### src/rtl/qr_pkg.sv
package qr_pkg;
  localparam int DATA_W    = 32;
  localparam int MAX_SLOTS = 4;
  localparam int MAX_TBL   = 64;

  typedef struct packed {
    logic                 load;
    logic                 qry;
    logic [MAX_SLOTS-1:0] slotEn;
  } qrStb_t;

  function automatic logic [8*MAX_TBL-1:0] defaultTable();
    logic [8*MAX_TBL-1:0] t;
    for (int i = 0; i < MAX_TBL; i++) begin
      t[8*i +: 8] = 8'(i) ^ 8'hA5;
    end
    t[8*16 +: 8] = 8'h51;
    t[8*17 +: 8] = 8'h52;
    t[8*18 +: 8] = 8'h59;
    return t;
  endfunction

  function automatic bit legalWidth(int w);
    return (w == 1) || (w == 2) || (w == 4);
  endfunction
endpackage

### src/rtl/qr_ctrl.sv
module qr_ctrl
  import qr_pkg::*;
#(
  parameter int BANK_W = 4
) (
  input  logic       clk,
  input  logic       rstN,
  input  logic       rdStb,
  input  logic       qryMode,
  input  logic [1:0] accSize,
  output qrStb_t     stb,
  output logic       rdValid
);
  localparam int NSLOT = 4 / BANK_W;

  logic [2:0] accBytes;
  logic [2:0] nSlots;

  always_comb begin
    unique case (accSize)
      2'd0:    accBytes = 3'd1;
      2'd1:    accBytes = 3'd2;
      default: accBytes = 3'd4;
    endcase
    if (int'(accBytes) > BANK_W) nSlots = 3'(int'(accBytes) / BANK_W);
    else                         nSlots = 3'd1;
  end

  always_comb begin
    stb.load = rdStb;
    stb.qry  = qryMode;
    for (int k = 0; k < MAX_SLOTS; k++) begin
      stb.slotEn[k] = (k < NSLOT) && (3'(k) < nSlots);
    end
  end

  always_ff @(posedge clk) begin
    if (!rstN) rdValid <= 1'b0;
    else       rdValid <= rdStb;
  end
endmodule

### src/rtl/qr_slot.sv
module qr_slot #(
  parameter int                     BANK_W      = 4,
  parameter int                     DEV_W       = 1,
  parameter int                     MAX_DEV_W   = 2,
  parameter int                     OFFS_W      = 12,
  parameter int                     TABLE_LEN   = 64,
  parameter logic [8*TABLE_LEN-1:0] TABLE_BYTES = '0,
  parameter logic [15:0]            MFG_CODE    = 16'h0000,
  parameter logic [15:0]            PART_CODE   = 16'h0000
) (
  input  logic                qry,
  input  logic [OFFS_W-1:0]   slotOffset,
  output logic [8*BANK_W-1:0] bankWord
);
  localparam int SHIFT = $clog2(BANK_W) + $clog2(MAX_DEV_W) - $clog2(DEV_W);
  localparam int NDEV  = BANK_W / DEV_W;

  logic [OFFS_W-1:0]    idx;
  logic [7:0]           tblByte;
  logic [15:0]          idCode;
  logic [8*DEV_W-1:0]   qryWord;
  logic [8*DEV_W-1:0]   idWord;
  logic [8*DEV_W-1:0]   devWord;

  assign idx = slotOffset >> SHIFT;

  always_comb begin
    tblByte = 8'h00;
    for (int i = 0; i < TABLE_LEN; i++) begin
      if (idx == OFFS_W'(i)) tblByte = TABLE_BYTES[8*i +: 8];
    end
  end

  always_comb begin
    unique case (idx[7:0])
      8'd0:    idCode = MFG_CODE;
      8'd1:    idCode = PART_CODE;
      default: idCode = 16'h0000;
    endcase
  end

  generate
    if (DEV_W == MAX_DEV_W) begin : g_native
      assign qryWord = (8*DEV_W)'(tblByte);
    end else if (DEV_W == 1) begin : g_bytemode
      logic [8*MAX_DEV_W-1:0] wideWord;
      assign wideWord = {MAX_DEV_W{tblByte}};
      assign qryWord  = wideWord[8*DEV_W-1:0];
    end else begin : g_unsup
      assign qryWord = '0;
    end

    if (DEV_W == 1) begin : g_id8
      assign idWord = idCode[7:0];
    end else begin : g_idwide
      assign idWord = (8*DEV_W)'(idCode);
    end
  endgenerate

  assign devWord  = qry ? qryWord : idWord;
  assign bankWord = {NDEV{devWord}};
endmodule

### src/rtl/qr_datapath.sv
module qr_datapath
  import qr_pkg::*;
#(
  parameter int                     BANK_W      = 4,
  parameter int                     DEV_W       = 1,
  parameter int                     MAX_DEV_W   = 2,
  parameter int                     OFFS_W      = 12,
  parameter int                     TABLE_LEN   = 64,
  parameter logic [8*TABLE_LEN-1:0] TABLE_BYTES = '0,
  parameter logic [15:0]            MFG_CODE    = 16'h0000,
  parameter logic [15:0]            PART_CODE   = 16'h0000
) (
  input  logic              clk,
  input  logic              rstN,
  input  qrStb_t            stb,
  input  logic [OFFS_W-1:0] rdOffset,
  output logic [DATA_W-1:0] rdData
);
  localparam int NSLOT = 4 / BANK_W;
  localparam int SW    = 8 * BANK_W;

  logic [SW-1:0]     slotWord [MAX_SLOTS];
  logic [DATA_W-1:0] nxtData;

  generate
    for (genvar k = 0; k < MAX_SLOTS; k++) begin : g_slot
      if (k < NSLOT) begin : g_live
        qr_slot #(
          .BANK_W(BANK_W), .DEV_W(DEV_W), .MAX_DEV_W(MAX_DEV_W),
          .OFFS_W(OFFS_W), .TABLE_LEN(TABLE_LEN), .TABLE_BYTES(TABLE_BYTES),
          .MFG_CODE(MFG_CODE), .PART_CODE(PART_CODE)
        ) u_slot (
          .qry       (stb.qry),
          .slotOffset(rdOffset + OFFS_W'(k * BANK_W)),
          .bankWord  (slotWord[k])
        );
      end else begin : g_idle
        assign slotWord[k] = '0;
      end
    end
  endgenerate

  always_comb begin
    nxtData = '0;
    for (int k = 0; k < NSLOT; k++) begin
      if (stb.slotEn[k]) nxtData[k*SW +: SW] = slotWord[k];
    end
  end

  always_ff @(posedge clk) begin
    if (!rstN)         rdData <= '0;
    else if (stb.load) rdData <= nxtData;
  end
endmodule

### src/rtl/flash_query_replicator.sv
module flash_query_replicator
  import qr_pkg::*;
#(
  parameter int                     BANK_W      = 4,
  parameter int                     DEV_W       = 1,
  parameter int                     MAX_DEV_W   = 2,
  parameter int                     OFFS_W      = 12,
  parameter int                     TABLE_LEN   = 64,
  parameter logic [8*TABLE_LEN-1:0] TABLE_BYTES = qr_pkg::defaultTable(),
  parameter logic [15:0]            MFG_CODE    = 16'h5C3A,
  parameter logic [15:0]            PART_CODE   = 16'hA71E
) (
  input  logic              clk,
  input  logic              rstN,
  input  logic              rdStb,
  input  logic              qryMode,
  input  logic [OFFS_W-1:0] rdOffset,
  input  logic [1:0]        accSize,
  output logic [31:0]       rdData,
  output logic              rdValid
);
  // reject illegal width combinations at elaboration
  generate
    if (!legalWidth(BANK_W) || !legalWidth(DEV_W) || !legalWidth(MAX_DEV_W)
        || DEV_W > MAX_DEV_W || DEV_W > BANK_W
        || TABLE_LEN < 1 || TABLE_LEN > MAX_TBL
        || OFFS_W < 8 || OFFS_W > 24) begin : g_bad_cfg
      $error("flash_query_replicator: illegal width parameters");
    end
  endgenerate

  qrStb_t stb;

  qr_ctrl #(.BANK_W(BANK_W)) u_ctrl (
    .clk    (clk),
    .rstN   (rstN),
    .rdStb  (rdStb),
    .qryMode(qryMode),
    .accSize(accSize),
    .stb    (stb),
    .rdValid(rdValid)
  );

  qr_datapath #(
    .BANK_W(BANK_W), .DEV_W(DEV_W), .MAX_DEV_W(MAX_DEV_W),
    .OFFS_W(OFFS_W), .TABLE_LEN(TABLE_LEN), .TABLE_BYTES(TABLE_BYTES),
    .MFG_CODE(MFG_CODE), .PART_CODE(PART_CODE)
  ) u_dp (
    .clk     (clk),
    .rstN    (rstN),
    .stb     (stb),
    .rdOffset(rdOffset),
    .rdData  (rdData)
  );
endmodule

### config.mk
export PLATFORM = sky130hd
export DESIGN_NAME = flash_query_replicator
export DESIGN_NICKNAME = d
export VERILOG_FILES = /design/src/rtl/qr_pkg.sv /design/src/rtl/qr_ctrl.sv /design/src/rtl/qr_slot.sv /design/src/rtl/qr_datapath.sv /design/src/rtl/flash_query_replicator.sv
export SDC_FILE = /design/constraint.sdc
export NUM_CORES = 1
export LEC_CHECK = 0
export CORE_ASPECT_RATIO = 0.8
export CORE_MARGIN = 4
export CORE_UTILIZATION = 48
export DETAILED_ROUTE_END_ITERATION = 6
export PLACE_DENSITY = 0.86
export SLEW_MARGIN = 40
export SYNTH_ARGS = -nofsm -noshare
export SYNTH_HDL_FRONTEND = slang
export SYNTH_HIERARCHICAL = 1
export SYNTH_SLANG_ARGS = --single-unit
### constraint.sdc
create_clock -name clk -period 1.5 [get_ports clk]
set_input_delay 0.225 -clock clk [delete_from_list [all_inputs] [get_ports clk]]
set_output_delay 0.225 -clock clk [all_outputs]
set_load 0.02 [all_outputs]
== After elaboration in Yosys (flattened, before gate mapping) ==
Cells that the tools add are included.

* Magnitude comparators: 2
* Equal/unequal tests: 65
* Mux-type cells: 69
* Reductions and logical operators: 3

{| class="wikitable"
|+ Operators by type and width
! operator !! number
|-
| 8-bit two-way mux || 65
|-
| 9-bit by 6-bit equality test with 1-bit output (second input constant) || 32
|-
| 9-bit by 5-bit equality test with 1-bit output (second input constant) || 16
|-
| 9-bit by 4-bit equality test with 1-bit output (second input constant) || 8
|-
| 9-bit by 3-bit equality test with 1-bit output (second input constant) || 4
|-
| 32-bit two-way mux || 1
|-
| 9-bit by 2-bit equality test with 1-bit output (second input constant) || 2
|-
| 12-bit logical NOT || 1
|-
| 6-bit case mux with 2 select lines || 1
|-
| 9-bit by 1-bit equality test with 1-bit output (second input constant) || 1
|-
| 8-bit by 1-bit equality test with 1-bit output (second input constant) || 1
|-
| 8-bit logical NOT || 1
|-
| 3-bit case mux with 2 select lines || 1
|-
| 3-bit > comparator (second input constant) || 1
|-
| 2-bit by 1-bit equality test with 1-bit output (second input constant) || 1
|-
| 2-bit logical NOT || 1
|-
| 1-bit less-than comparator (first input constant) || 1
|-
| 1-bit two-way mux || 1
|}

* Bits in registers: 33
* Bits of input ports: 18
* Output and inout port bits: 33
* Logic and storage cells: 141

== Depth between registers and ports, before layout ==
* Depth in word-level cells: 67
* Depth in mapped cells: 7
* Gate-level depth less buffers: 5

== By module ==
The synthesis kept the hierarchy.

{| class="wikitable"
|+ Modules (own cells, without submodules)
! module !! instances !! cells each !! area an instance (µm²) !! sequential area each (µm²)
|-
| qr_datapath || 1 || 142 || 1282.5 || 640.6
|-
| qr_slot || 1 || 46 || 334.1 || 0.0
|-
| qr_ctrl || 1 || 10 || 78.8 || 20.0
|}

== Worst setup path before layout ==
Ideal clock, no wire load.

* Kind: input port to flip-flop
* Start: input rdOffset[10]
* End: register u_dp.rdData[10]
* Library setup time: 67 ps
* Arrival: 1315 ps
* Setup slack: 118 ps
* Stages on the path: 6
* Buffers on the path: 1
* Cell sequence: nor2_1 -> nand3b_1 -> o32ai_1 -> buf_4 -> nand2_1 -> o21ai_2

{| class="wikitable"
|+ RTL lines
! what !! line !! source
|-
| start, declared || flash_query_replicator.sv:17 || <nowiki>input logic [OFFS_W-1:0] rdOffset,</nowiki>
|-
| end signal, assigned || qr_datapath.sv:52 || <nowiki>else if (stb.load) rdData <= nxtData;</nowiki>
|-
| end, declared || qr_datapath.sv:17 || <nowiki>output logic [DATA_W-1:0] rdData</nowiki>
|}

==> key figures <==
STA
  • RSZ-0062 raised after global routing: yes
  • F_max: 666.7 MHz
  • Setup TNS: 0 ns
  • Final hold slack: 0.4307 ns
  • Final hold viol count: 0
  • Post-route clock period utilization: 0.9999
  • Minimum clock period: 1.500 ns
  • Final setup violation count: 0
  • Clk_skew: 0 ns
  • Slew Limit Fails: 0

Clocking
  • Total CTS buffers: 5
  • Root buffer cell: clkbuf_8
  • Clock Path Buffers: 2
  • # H-tree levels: 2
  • Post-CTS setup buffer count: 0
  • Reg clk slew, reported paths: 0.07 ns
  • Clk sinks: 33
  • CTS tree: yes
  • Cts hold-fix bufs: 0
  • Clock latency on the worst-skew pair: 0.28 ns

Global route
  • Vias in the first global route: 1,204
  • First-pass GRT wire length: 5.409 mm
  • GR Overflow Total: 0
  • Initial antenna violation count: 0
  • Largest net degree at the start of global routing: 66
  • Total track usage: 0.1585

Power and ir drop
  • Sw Ratio: 0.2495
  • Clock network power share: 0.374
  • Gate power share: 0.114
  • Peak supply drop: 482.7 µV
  • Seq pwr share: 0.512
  • Lkg Pwr: 1.006 nW
  • P_sw: 0.0004309 W
  • Internal Power: 0.001296 W
  • Cell Pwr Density: 778.1 nW/µm²

Die
  • Rows: 18
  • Die span in y: 60.74 µm
  • Die Area: 4491 µm²
  • Core area: 3221 µm²
  • Die width: 73.93 µm
  • # IOs: 51
  • Starting Density: 0.5183

Layout
  • Ant. Diodes: 0
  • Most frequent cells in the layout: 33 x dfxtp_1, 33 x nand2_1, 33 x nand3b_1, 28 x clkdlybuf4s50_1, 27 x o21ai_1
  • Final core occ: 0.6892
  • P&R area growth vs syn: 32.98%
  • Share of cells above drive strength 1: 0.2052
  • Finished Layout Cells: 269
  • Cell area after layout: 2220 µm²
  • Post-layout nets: 246

Worst setup path
  • Worst path max stage delay: 0.42 ns
  • Crit Path Class: in -> reg
  • Crit-path slowest cell: clkdlybuf4s50_1
  • Critical Path RT: 1.71 ns
  • Crit-path leading delay family: buffers and inverters
  • CP Cell Sequence: clkdlybuf4s50_1, nor2_2, nand3b_1, o32ai_2, buf_4, nand2_1, o21ai_1
  • Critical path startpoint category: primary input
  • WP buf/inv: 2
  • CP Capture Type: flip-flop
  • Crit Path Max Fanout: 5
  • Data arrival, critical path: 1.71 ns
  • Flop2flop setup slack: 0.92 ns

Flow run
  • Max cap viols: 0

Synth
  • Syn Nets: 212
  • Syn avg cell area: 8.604 µm²
  • Synth warnings: 6
  • Mapped cell area: 1669 µm²
  • Cells after Synth: 194

Routing
  • DRC: 0
  • DRT iter0 DRCs: 76
  • Vias/cell: 5.193
  • Post-DRT Antenna Nets: 0
  • Drt first pass iters: 4
  • Routed len/inst: 13.64 µm
  • Post-Route WL: 3.668 mm
  • Total number of vias: 1,397

Worst hold path
  • Worst Hold Class: in -> reg

Placed design
  • Detailed Place HPWL: 2.369 mm
  • Placed Area: 2056 µm²
  • Placed cells: 261
  • Gpl congestion: 0.8219
  • IO Port Bufs: 45

Status
  • Status: finished, final reports clean
==> sequential cells by signal, summed over array words and instances, names as in the netlist <==
| signal | count |
|---|---|
| u_ctrl/rdValid | 1 |
| u_dp/rdData | 32 |
==> worst register-to-register path, cell delays in order, from the launching register on <==
cell and delay [ns]:
dfxtp_1 0.35, nand3b_1 0.08, o21ai_1 0.09
==> path summary, 6_finish.rpt <==
check	from	to	cells after the start
hold / removal	rstN	u_dp/rdData[8]	4
hold reg to reg	u_dp/rdData[12]	u_dp/rdData[12]	2
setup reg to reg	u_dp/rdData[7]	u_dp/rdData[7]	2
setup / recovery	rdOffset[9]	u_dp/rdData[26]	7
==> power by group through the flow <==
stage	clock network (W)	registers, W	logic, W
6_report	0.000647	0.000884	0.000196
5_1_grt	0.000709	0.000884	0.000210
4_1_cts	0.000666	0.000884	0.000188
3_5_place_dp	0	0.000904	0.000188
3_3_place_gp	0	0.000904	0.000187
2_1_floorplan	0	0.000911	0.000116
==> routing by layer <==
metal | wire length [µm] | global-route usage | part of all wire | up-vias
li1 | - | - | - | 696
met1 | 1690 | 0.2198 | 0.46 | 655
met2 | 1678 | 0.2336 | 0.46 | 46
met3 | 299 | 0.06457 | 0.082 | 0
met4 | 0 | 0.03101 | 0 | 0
met5 | 0 | 0 | 0 | -
==> per-stage QoR <==
stage	total power, W	setup slack (ns)
after CTS	0.001739	0.005322
after detailed placement	0.001092	-0.2480
after global placement	0.001091	-0.2372
final	0.001727	0.0001342
after floorplan	0.001028	0.1180
after global routing	0.001803	-0.07351
==> repair_timing <==
action                                  4_1_cts  5_1_grt
endpoints found under the setup margin        0       25
resized for setup                             0       26
endpoints found under the hold margin         0        0
==> area by class of cell <==
type | instances | area (µm²)
Multi-Input combinational cell | 119 | 735.7
Inverter | 2 | 7.507
Tap cell | 40 | 50.05
Clock inverter | 3 | 17.52
Clock buffer | 5 | 68.82
Fill cell | 268 | 1001
Timing Repair Buffer | 67 | 679.4
Sequential cell | 33 | 660.6
Power figures use the tool's default switching activity.
